[config.mk]
export PLATFORM = sky130hd
export DESIGN_NAME = pwm_oe_reg
export DESIGN_NICKNAME = d
export VERILOG_FILES = /design/src/rtl/oe_pkg.sv /design/src/rtl/oe_fault_sync.sv /design/src/rtl/oe_bus_port.sv /design/src/rtl/oe_out_cell.sv /design/src/rtl/pwm_oe_reg.sv
export SDC_FILE = /design/constraint.sdc
export NUM_CORES = 1
export LEC_CHECK = 0
export BUFFER_PORTS_ARGS = -buffer_cell sky130_fd_sc_hd__buf_2
export CAP_MARGIN = 30
export CORE_ASPECT_RATIO = 0.6
export CORE_MARGIN = 3
export CORE_UTILIZATION = 50
export CTS_CLUSTER_SIZE = 28
export DETAILED_ROUTE_END_ITERATION = 16
export GPL_TIMING_DRIVEN = 0
export PLACE_DENSITY = 0.85
export SLEW_MARGIN = 20
export SYNTH_ARGS = -nofsm -noshare
export SYNTH_HDL_FRONTEND = slang
export SYNTH_HIERARCHICAL = 1
export SYNTH_SLANG_ARGS = --single-unit
[constraint.sdc]
create_clock -name clk_i -period 1.5 [get_ports clk_i]
set_input_delay 0.075 -clock clk_i [delete_from_list [all_inputs] [get_ports clk_i]]
set_output_delay 0.075 -clock clk_i [all_outputs]
set_load 0.02 [all_outputs]
[src/rtl/oe_pkg.sv]
`timescale 1ns/1ps
package oe_pkg;
  localparam int unsigned N_UNITS_DEF = 6;
  localparam int unsigned OUTS_PER_UNIT_DEF = 2;
  localparam int unsigned ADDR_W_DEF = 8;
  localparam int unsigned DATA_W_DEF = 32;
  localparam int unsigned SYNC_STAGES_DEF = 2;

  typedef enum logic [1:0] {
    REG_NONE = 2'd0,
    REG_EN   = 2'd1,
    REG_DIS  = 2'd2
  } reg_sel_e;
endpackage

[src/rtl/oe_fault_sync.sv]
`timescale 1ns/1ps
module oe_fault_sync #(
  parameter int unsigned N_UNITS = 6,
  parameter int unsigned STAGES  = 2
) (
  input  logic               clk_i,
  input  logic               rst_ni,
  input  logic [N_UNITS-1:0] fault_a_i,
  output logic [N_UNITS-1:0] fault_s_o
);
  for (genvar u = 0; u < N_UNITS; u++) begin : g_unit
    logic [STAGES-1:0] sh_q;
    always_ff @(posedge clk_i or negedge rst_ni) begin
      if (!rst_ni) sh_q <= '0;
      else         sh_q <= {sh_q[STAGES-2:0], fault_a_i[u]};
    end
    assign fault_s_o[u] = sh_q[STAGES-1];
  end
endmodule

[src/rtl/oe_bus_port.sv]
`timescale 1ns/1ps
module oe_bus_port
  import oe_pkg::*;
#(
  parameter int unsigned ADDR_W = 8,
  parameter int unsigned DATA_W = 32,
  parameter int unsigned N_OUT  = 12,
  parameter logic [ADDR_W-1:0] EN_OFS  = 8'h00,
  parameter logic [ADDR_W-1:0] DIS_OFS = 8'h04
) (
  input  logic              clk_i,
  input  logic              rst_ni,
  input  logic [ADDR_W-1:0] addr_i,
  input  logic              we_i,
  input  logic [DATA_W-1:0] wdata_i,
  input  logic [N_OUT-1:0]  en_i,
  output logic [N_OUT-1:0]  set_o,
  output logic [N_OUT-1:0]  clr_o,
  output logic [DATA_W-1:0] rdata_o
);
  reg_sel_e          sel;
  logic [DATA_W-1:0] rd_d;

  always_comb begin
    if (addr_i == EN_OFS)       sel = REG_EN;
    else if (addr_i == DIS_OFS) sel = REG_DIS;
    else                        sel = REG_NONE;
  end

  // reserved write bits above N_OUT are simply not routed
  assign set_o = (we_i && sel == REG_EN)  ? wdata_i[N_OUT-1:0] : '0;
  assign clr_o = (we_i && sel == REG_DIS) ? wdata_i[N_OUT-1:0] : '0;

  always_comb begin
    rd_d = '0;
    if (sel == REG_EN) rd_d[N_OUT-1:0] = en_i;
  end

  always_ff @(posedge clk_i or negedge rst_ni) begin
    if (!rst_ni) rdata_o <= '0;
    else         rdata_o <= rd_d;
  end
endmodule

[src/rtl/oe_out_cell.sv]
`timescale 1ns/1ps
module oe_out_cell (
  input  logic clk_i,
  input  logic rst_ni,
  input  logic fault_a_i,
  input  logic fault_s_i,
  input  logic set_i,
  input  logic clr_i,
  output logic en_o,
  output logic fault_st_o
);
  logic clr_a;
  logic en_q;
  logic st_q;

  // fault acts as async clear: holds the flop low while high
  assign clr_a = fault_a_i | ~rst_ni;

  always_ff @(posedge clk_i or posedge clr_a) begin
    if (clr_a)      en_q <= 1'b0;
    else if (clr_i) en_q <= 1'b0;
    else if (set_i) en_q <= 1'b1;
  end

  always_ff @(posedge clk_i or negedge rst_ni) begin
    if (!rst_ni)             st_q <= 1'b0;
    else if (fault_s_i)      st_q <= 1'b1;
    else if (set_i || clr_i) st_q <= 1'b0;
  end

  assign en_o       = en_q;
  assign fault_st_o = st_q;
endmodule

[src/rtl/pwm_oe_reg.sv]
`timescale 1ns/1ps
module pwm_oe_reg
  import oe_pkg::*;
#(
  parameter int unsigned N_UNITS       = N_UNITS_DEF,
  parameter int unsigned OUTS_PER_UNIT = OUTS_PER_UNIT_DEF,
  parameter int unsigned ADDR_W        = ADDR_W_DEF,
  parameter int unsigned DATA_W        = DATA_W_DEF,
  parameter int unsigned SYNC_STAGES   = SYNC_STAGES_DEF,
  parameter logic [ADDR_W-1:0] EN_OFS  = 8'h00,
  parameter logic [ADDR_W-1:0] DIS_OFS = 8'h04,
  localparam int unsigned N_OUT        = N_UNITS * OUTS_PER_UNIT
) (
  input  logic              clk_i,
  input  logic              rst_ni,
  input  logic [ADDR_W-1:0] addr_i,
  input  logic              we_i,
  input  logic [DATA_W-1:0] wdata_i,
  output logic [DATA_W-1:0] rdata_o,
  input  logic [N_UNITS-1:0] fault_i,
  output logic [N_OUT-1:0]  oe_o,
  output logic [N_OUT-1:0]  fault_st_o
);
  logic [N_OUT-1:0]   set_m;
  logic [N_OUT-1:0]   clr_m;
  logic [N_UNITS-1:0] fault_sync;

  oe_bus_port #(
    .ADDR_W (ADDR_W),
    .DATA_W (DATA_W),
    .N_OUT  (N_OUT),
    .EN_OFS (EN_OFS),
    .DIS_OFS(DIS_OFS)
  ) u_bus (
    .clk_i  (clk_i),
    .rst_ni (rst_ni),
    .addr_i (addr_i),
    .we_i   (we_i),
    .wdata_i(wdata_i),
    .en_i   (oe_o),
    .set_o  (set_m),
    .clr_o  (clr_m),
    .rdata_o(rdata_o)
  );

  oe_fault_sync #(
    .N_UNITS(N_UNITS),
    .STAGES (SYNC_STAGES)
  ) u_sync (
    .clk_i    (clk_i),
    .rst_ni   (rst_ni),
    .fault_a_i(fault_i),
    .fault_s_o(fault_sync)
  );

  for (genvar i = 0; i < N_OUT; i++) begin : g_out
    localparam int unsigned UNIT = i / OUTS_PER_UNIT;
    oe_out_cell u_cell (
      .clk_i     (clk_i),
      .rst_ni    (rst_ni),
      .fault_a_i (fault_i[UNIT]),
      .fault_s_i (fault_sync[UNIT]),
      .set_i     (set_m[i]),
      .clr_i     (clr_m[i]),
      .en_o      (oe_o[i]),
      .fault_st_o(fault_st_o[i])
    );
  end
endmodule

Word-level counts from Yosys, hierarchy flattened
Index checks and enable logic that the tools add are counted.
{"block": "totals", "latchBits": 0, "input_bits": 49, "word_cells": 133, "output_inout_bits": 56, "ram_bits": 0, "n_memories": 0, "rom_bits": 0, "ff_bits": 48}
{"block": "op_classes", "n_addsub": 0, "n_shift": 0, "n_bitwise": 7, "n_div": 0, "reduce_logical": 39, "order_cmp": 0, "mux": 53, "eq_ne": 3, "multipliers": 0}
{"op": "two-way mux 1 bit", "n": 48}
{"op": "nonzero test 2 bit", "n": 24}
{"op": "two-way mux 12 bit", "n": 3}
{"op": "logical OR 1 bit", "n": 12}
{"op": "equality test 8 x 3 -> 1 bit, second input constant", "n": 1}
{"op": "zero test 8 bit", "n": 1}
{"op": "OR 1 bit", "n": 6}
{"op": "two-way mux 2 bit", "n": 2}
{"op": "equality test 2 x 1 -> 1 bit, second input constant", "n": 1}
{"op": "equality test 2 bit, second input constant", "n": 1}
{"op": "logical AND 1 bit", "n": 2}
{"op": "NOT 1 bit", "n": 1}

Longest topological paths before layout
{"block": "depth", "word_depth": 9, "ltp_mapped": 6, "depth_no_buf": 4}

By module
Netlist, hierarchy kept.
{"mod": "oe_bus_port", "seq_area_each_um2": 300.3, "area_per_inst_um2": 967.2, "n_inst": 1, "cells_per_inst": 119}
{"mod": "oe_out_cell", "seq_area_each_um2": 50.0, "area_per_inst_um2": 75.1, "n_inst": 12, "cells_per_inst": 7}
{"mod": "oe_fault_sync", "seq_area_each_um2": 300.3, "area_per_inst_um2": 345.3, "n_inst": 1, "cells_per_inst": 18}

Worst setup path after synthesis
No wires, ideal clock.
{"block": "synth_timing", "path_type": "input -> register", "start": "in addr_i[5]", "end": "reg g_out[0].u_cell.st_q", "stages": 6, "n_path_buf": 2, "setup_slack_ns": 0.049, "arrival_ns": 1.333, "required_ns": 1.382, "setup_ns": 0.118, "cell_sequence": "or4_4 > buf_6 > buf_6 > nor3_1 > nor2_1 > a21o_1"}
{"block": "synth_between", "elab_chain_cells": 8, "elab_cells_between_ends": 12, "classes_between": "eq/ne (3); mux (4); reduce/logical (5)"}
{"element": "start, declared", "line_no": "pwm_oe_reg.sv:16", "source": "input logic [ADDR_W-1:0] addr_i,"}
{"element": "equality test 8 x 3 -> 1 bit", "line_no": "oe_bus_port.sv:26", "source": "else if (addr_i == DIS_OFS) sel = REG_DIS;"}
{"element": "two-way mux 2 bit", "line_no": "oe_bus_port.sv:26"}
{"element": "two-way mux 2 bit (*)", "line_no": "oe_bus_port.sv:25", "source": "if (addr_i == EN_OFS) sel = REG_EN;"}
{"element": "equality test 2 bit (*)", "line_no": "oe_bus_port.sv:32", "source": "assign clr_o = (we_i && sel == REG_DIS) ? wdata_i[N_OUT-1:0] : '0;"}
{"element": "logical AND 1 bit (*)", "line_no": "oe_bus_port.sv:32"}
{"element": "two-way mux 12 bit (*)", "line_no": "oe_bus_port.sv:32"}
{"element": "via clr_m[0]", "line_no": "pwm_oe_reg.sv:25", "source": "logic [N_OUT-1:0] clr_m;"}
{"element": "logical OR 1 bit (*)", "line_no": "oe_out_cell.sv:28", "source": "else if (set_i || clr_i) st_q <= 1'b0;"}
{"element": "nonzero test 2 bit (no line) (*)"}
{"element": "end signal, assigned", "line_no": "oe_out_cell.sv:26", "source": "if (!rst_ni) st_q <= 1'b0;"}
{"element": "end signal, assigned", "line_no": "oe_out_cell.sv:27", "source": "else if (fault_s_i) st_q <= 1'b1;"}
{"element": "end signal, assigned", "line_no": "oe_out_cell.sv:28"}
{"element": "end, declared", "line_no": "oe_out_cell.sv:14", "source": "logic st_q;"}
The timed path passes the listed nets; every way through them passes the cells marked *.
A chain may end at the register's enable or synchronous reset.

Worst setup path after layout
{"block": "layout_timing", "start": "in addr_i[5]", "end": "reg g_out[8].u_cell.st_q"}
{"block": "layout_between", "elab_chain_cells": 8, "elab_cells_between_ends": 12, "classes_between": "eq/ne (3); mux (4); reduce/logical (5)"}
{"element": "equality test 8 x 3 -> 1 bit", "line_no": "oe_bus_port.sv:26"}
{"element": "two-way mux 2 bit", "line_no": "oe_bus_port.sv:26"}
{"element": "two-way mux 2 bit (*)", "line_no": "oe_bus_port.sv:25"}
{"element": "equality test 2 x 1 -> 1 bit (*)", "line_no": "oe_bus_port.sv:31", "source": "assign set_o = (we_i && sel == REG_EN) ? wdata_i[N_OUT-1:0] : '0;"}
{"element": "logical AND 1 bit (*)", "line_no": "oe_bus_port.sv:31"}
{"element": "two-way mux 12 bit (*)", "line_no": "oe_bus_port.sv:31"}
{"element": "via set_m[8]", "line_no": "pwm_oe_reg.sv:24", "source": "logic [N_OUT-1:0] set_m;"}
{"element": "logical OR 1 bit (*)", "line_no": "oe_out_cell.sv:28"}
{"element": "nonzero test 2 bit (no line) (*)"}
{"element": "end signal, assigned", "line_no": "oe_out_cell.sv:26"}
{"element": "end signal, assigned", "line_no": "oe_out_cell.sv:27"}
{"element": "end signal, assigned", "line_no": "oe_out_cell.sv:28"}
{"element": "end, declared", "line_no": "oe_out_cell.sv:14"}
Marks and branches as above.

==> results_dict.tcl <==
set metrics [dict create \
    outcome "finished clean" \
    portBuffers 63 \
    drt_first_pass_iters 4 \
    clk_path_buf_depth 2 \
    post_cts_resized 0 \
    cp_max_fo 10 \
    die_h_um 57.5 \
    ys_ff_latch 48 \
    synth_edf_count 0 \
    synth_top_area_share 0.543 \
    io_pins 105 \
    antenna_found_initial 0 \
    required_ns 1.70 \
    grt_pass1_wl_mm 7.89 \
    ant_nets 0 \
    synthesis.area_um2 2210 \
    cp-start-kind "primary input" \
    clk_latency_ns 0.30 \
    via_per_inst 4.55 \
    post-route-period-util 0.913 \
    synth_area_leaders "dfrtp_1, buf_4, nor2_1" \
    clkSlewWorstSetupHoldPaths_ns 0.08 \
    dp_hpwl_mm 3.59 \
    seqCellArea_um2 1200 \
    totalPowerFinal_mw 2.39 \
    hold_class "in2reg" \
    rsz0062_at_grt "false" \
    ys_seq_area_frac 0.543 \
    synth_cell_types 19 \
    cts_tree "yes" \
    syn_area_per_cell_um2 10.0 \
    grt_max_degree 49 \
    postCtsSetupRepairBufs 0 \
    final_max_slew_viol_count 0 \
    start_util 0.528 \
    grt_pass1_vias 1751 \
    setup_viol 0 \
    rows 18 \
    ir_drop_mv 0.618 \
    synth_cells 221 \
    h-tree-depth 2 \
    max_clock_freq_mhz 730 \
    groute.usage.overall 0.194 \
    power_density_nw_per_um2 840 \
    place_ws_ns -0.187 \
    drv_cap 0 \
    die_w_um 91.9 \
    hold_violations 0 \
    synthToLayoutAreaGrowth_pct 28.4 \
    root_buffer "clkbuf_8" \
    core-area_um2 4190 \
    nFillCells 322 \
    drive_gt1_frac 0.362 \
    gp_congestion 0.738 \
    multi_input_area_um2 708 \
    maxSlewHeadroom 0.529 \
    vias 1720 \
    worst_pin_slew_ns 0.707 \
    end_kind "flip-flop" \
    drtIter0Drc 58 \
    synth_most_common_cell "dfrtp_1" \
    final_util 0.679 \
    setup_slack_ns 0.131 \
    drc 0 \
    gr-total-overflow 0 \
    async_reset_ff_frac 1.00 \
    final_nets 367 \
    ys.flop_type "dfrtp_1" \
    numCtsBuffers 5 \
    period_minus_slack_ns 1.37 \
    die-area_um2 5290 \
    arrival_ns 1.57 \
    clock_sinks 48 \
    clock_skew_ns 0.00337 \
    synth_common_cells "dfrtp_1, nor2_1, buf_4, inv_1, nor3_1" \
    antennaDiodeCount 0 \
    wl_per_cell_um 12.8 \
    p_leak_nw 1.40 \
    ys_warn_count 6 \
    yosysTopAreaCell "dfrtp_1" \
    critPathKind "in2reg" \
    wl_mm 4.84 \
]
worst max-delay path: stages:
cell	delay, ns
buf_2	0.09
or4_4	0.52
buf_6	0.16
buf_6	0.15
nor4_2	0.28
nor2_1	0.10
a21o_1	0.18
final timing paths:
check,startpoint,endpoint,slack [ns],depth (start not counted)
max,addr_i[5],g_out[8].u_cell/fault_st_o,0.13,7
min,addr_i[0],u_bus/rdata_o[1],0.06,3
max reg2reg,u_sync/g_unit[5].sh_q[1],g_out[10].u_cell/fault_st_o,0.74,2
min reg2reg,u_sync/g_unit[0].sh_q[0],u_sync/g_unit[0].sh_q[1],0.35,0
max in group asynchronous,rst_ni,g_out[1].u_cell/en_o,0.70,4
min in group asynchronous,rst_ni,g_out[11].u_cell/fault_st_o,0.15,2
flip-flops by register name, indices dropped and copies added, names as in the netlist:
signal,cells
u_bus/rdata_o,12
u_sync/g_unit.sh_q,12
g_out.u_cell/fault_st_o,12
g_out.u_cell/en_o,12
report_power, final:
part / total [mW] / switching [mW] / internal, mW
Sequential: 1.34 / 0.0179 / 1.33
Clock: 0.715 / 0.398 / 0.317
Combinational: 0.329 / 0.193 / 0.136
Total: 2.39 / 0.608 / 1.78
cell usage in the layout, fill, tap and decap left out, drive strengths merged:
master	count
dfrtp	48
clkinv	1
inv	24
dlygate4sd3	7
nor2b	12
nand2	12
nor2	36
clkbuf	8
conb	20
or4b	1
nor4	12
a21o	12
buf	99
nor3	24
or4	2
final cells by class:
cell class,count,area share
flip-flops and latches,48,0.423
multi-input cells,131,0.249
repair buffers,71,0.143
plain buffers,37,0.100
inverters,24,0.0317
well taps,60,0.0264
clock buffers,6,0.0255
clock inverters,1,0.00176
what timing repair did:
item                                    CTS  global route
hold endpoints to repair                 54             0
endpoints found under the setup margin    0             0
hold buffers                              7             0
kinds of logic after synthesis:
| logic type | synth area share |
|---|---|
| AOI/OAI and AO/OA | 0.0407 |
| buffers and inverters | 0.170 |
| and+or+nand+nor | 0.245 |
| other | 0.00169 |
| DFF | 0.543 |
metal layers:
layer,share of wire,global-route usage,up-vias,wire length (um)
met5,0,0,-,0
met4,0.011,0.0634,0,51
met3,0.080,0.0646,6,387
met2,0.45,0.300,52,2190
met1,0.46,0.261,815,2210
li1,-,-,847,-
metrics by stage:
stage          instances  area (um2)  hold slack, ns  TNS (ns)
2_1_floorplan        240        2280          -0.221         0
3_3_place_gp         363        2680         -0.0229     -1.44
3_5_place_dp         363        2680         -0.0146     -1.71
4_1_cts              377        2820          0.0558         0
5_1_grt              378        2840          0.0998         0
6_report             378        2840          0.0635         0
(Power assumes the default switching activity.)
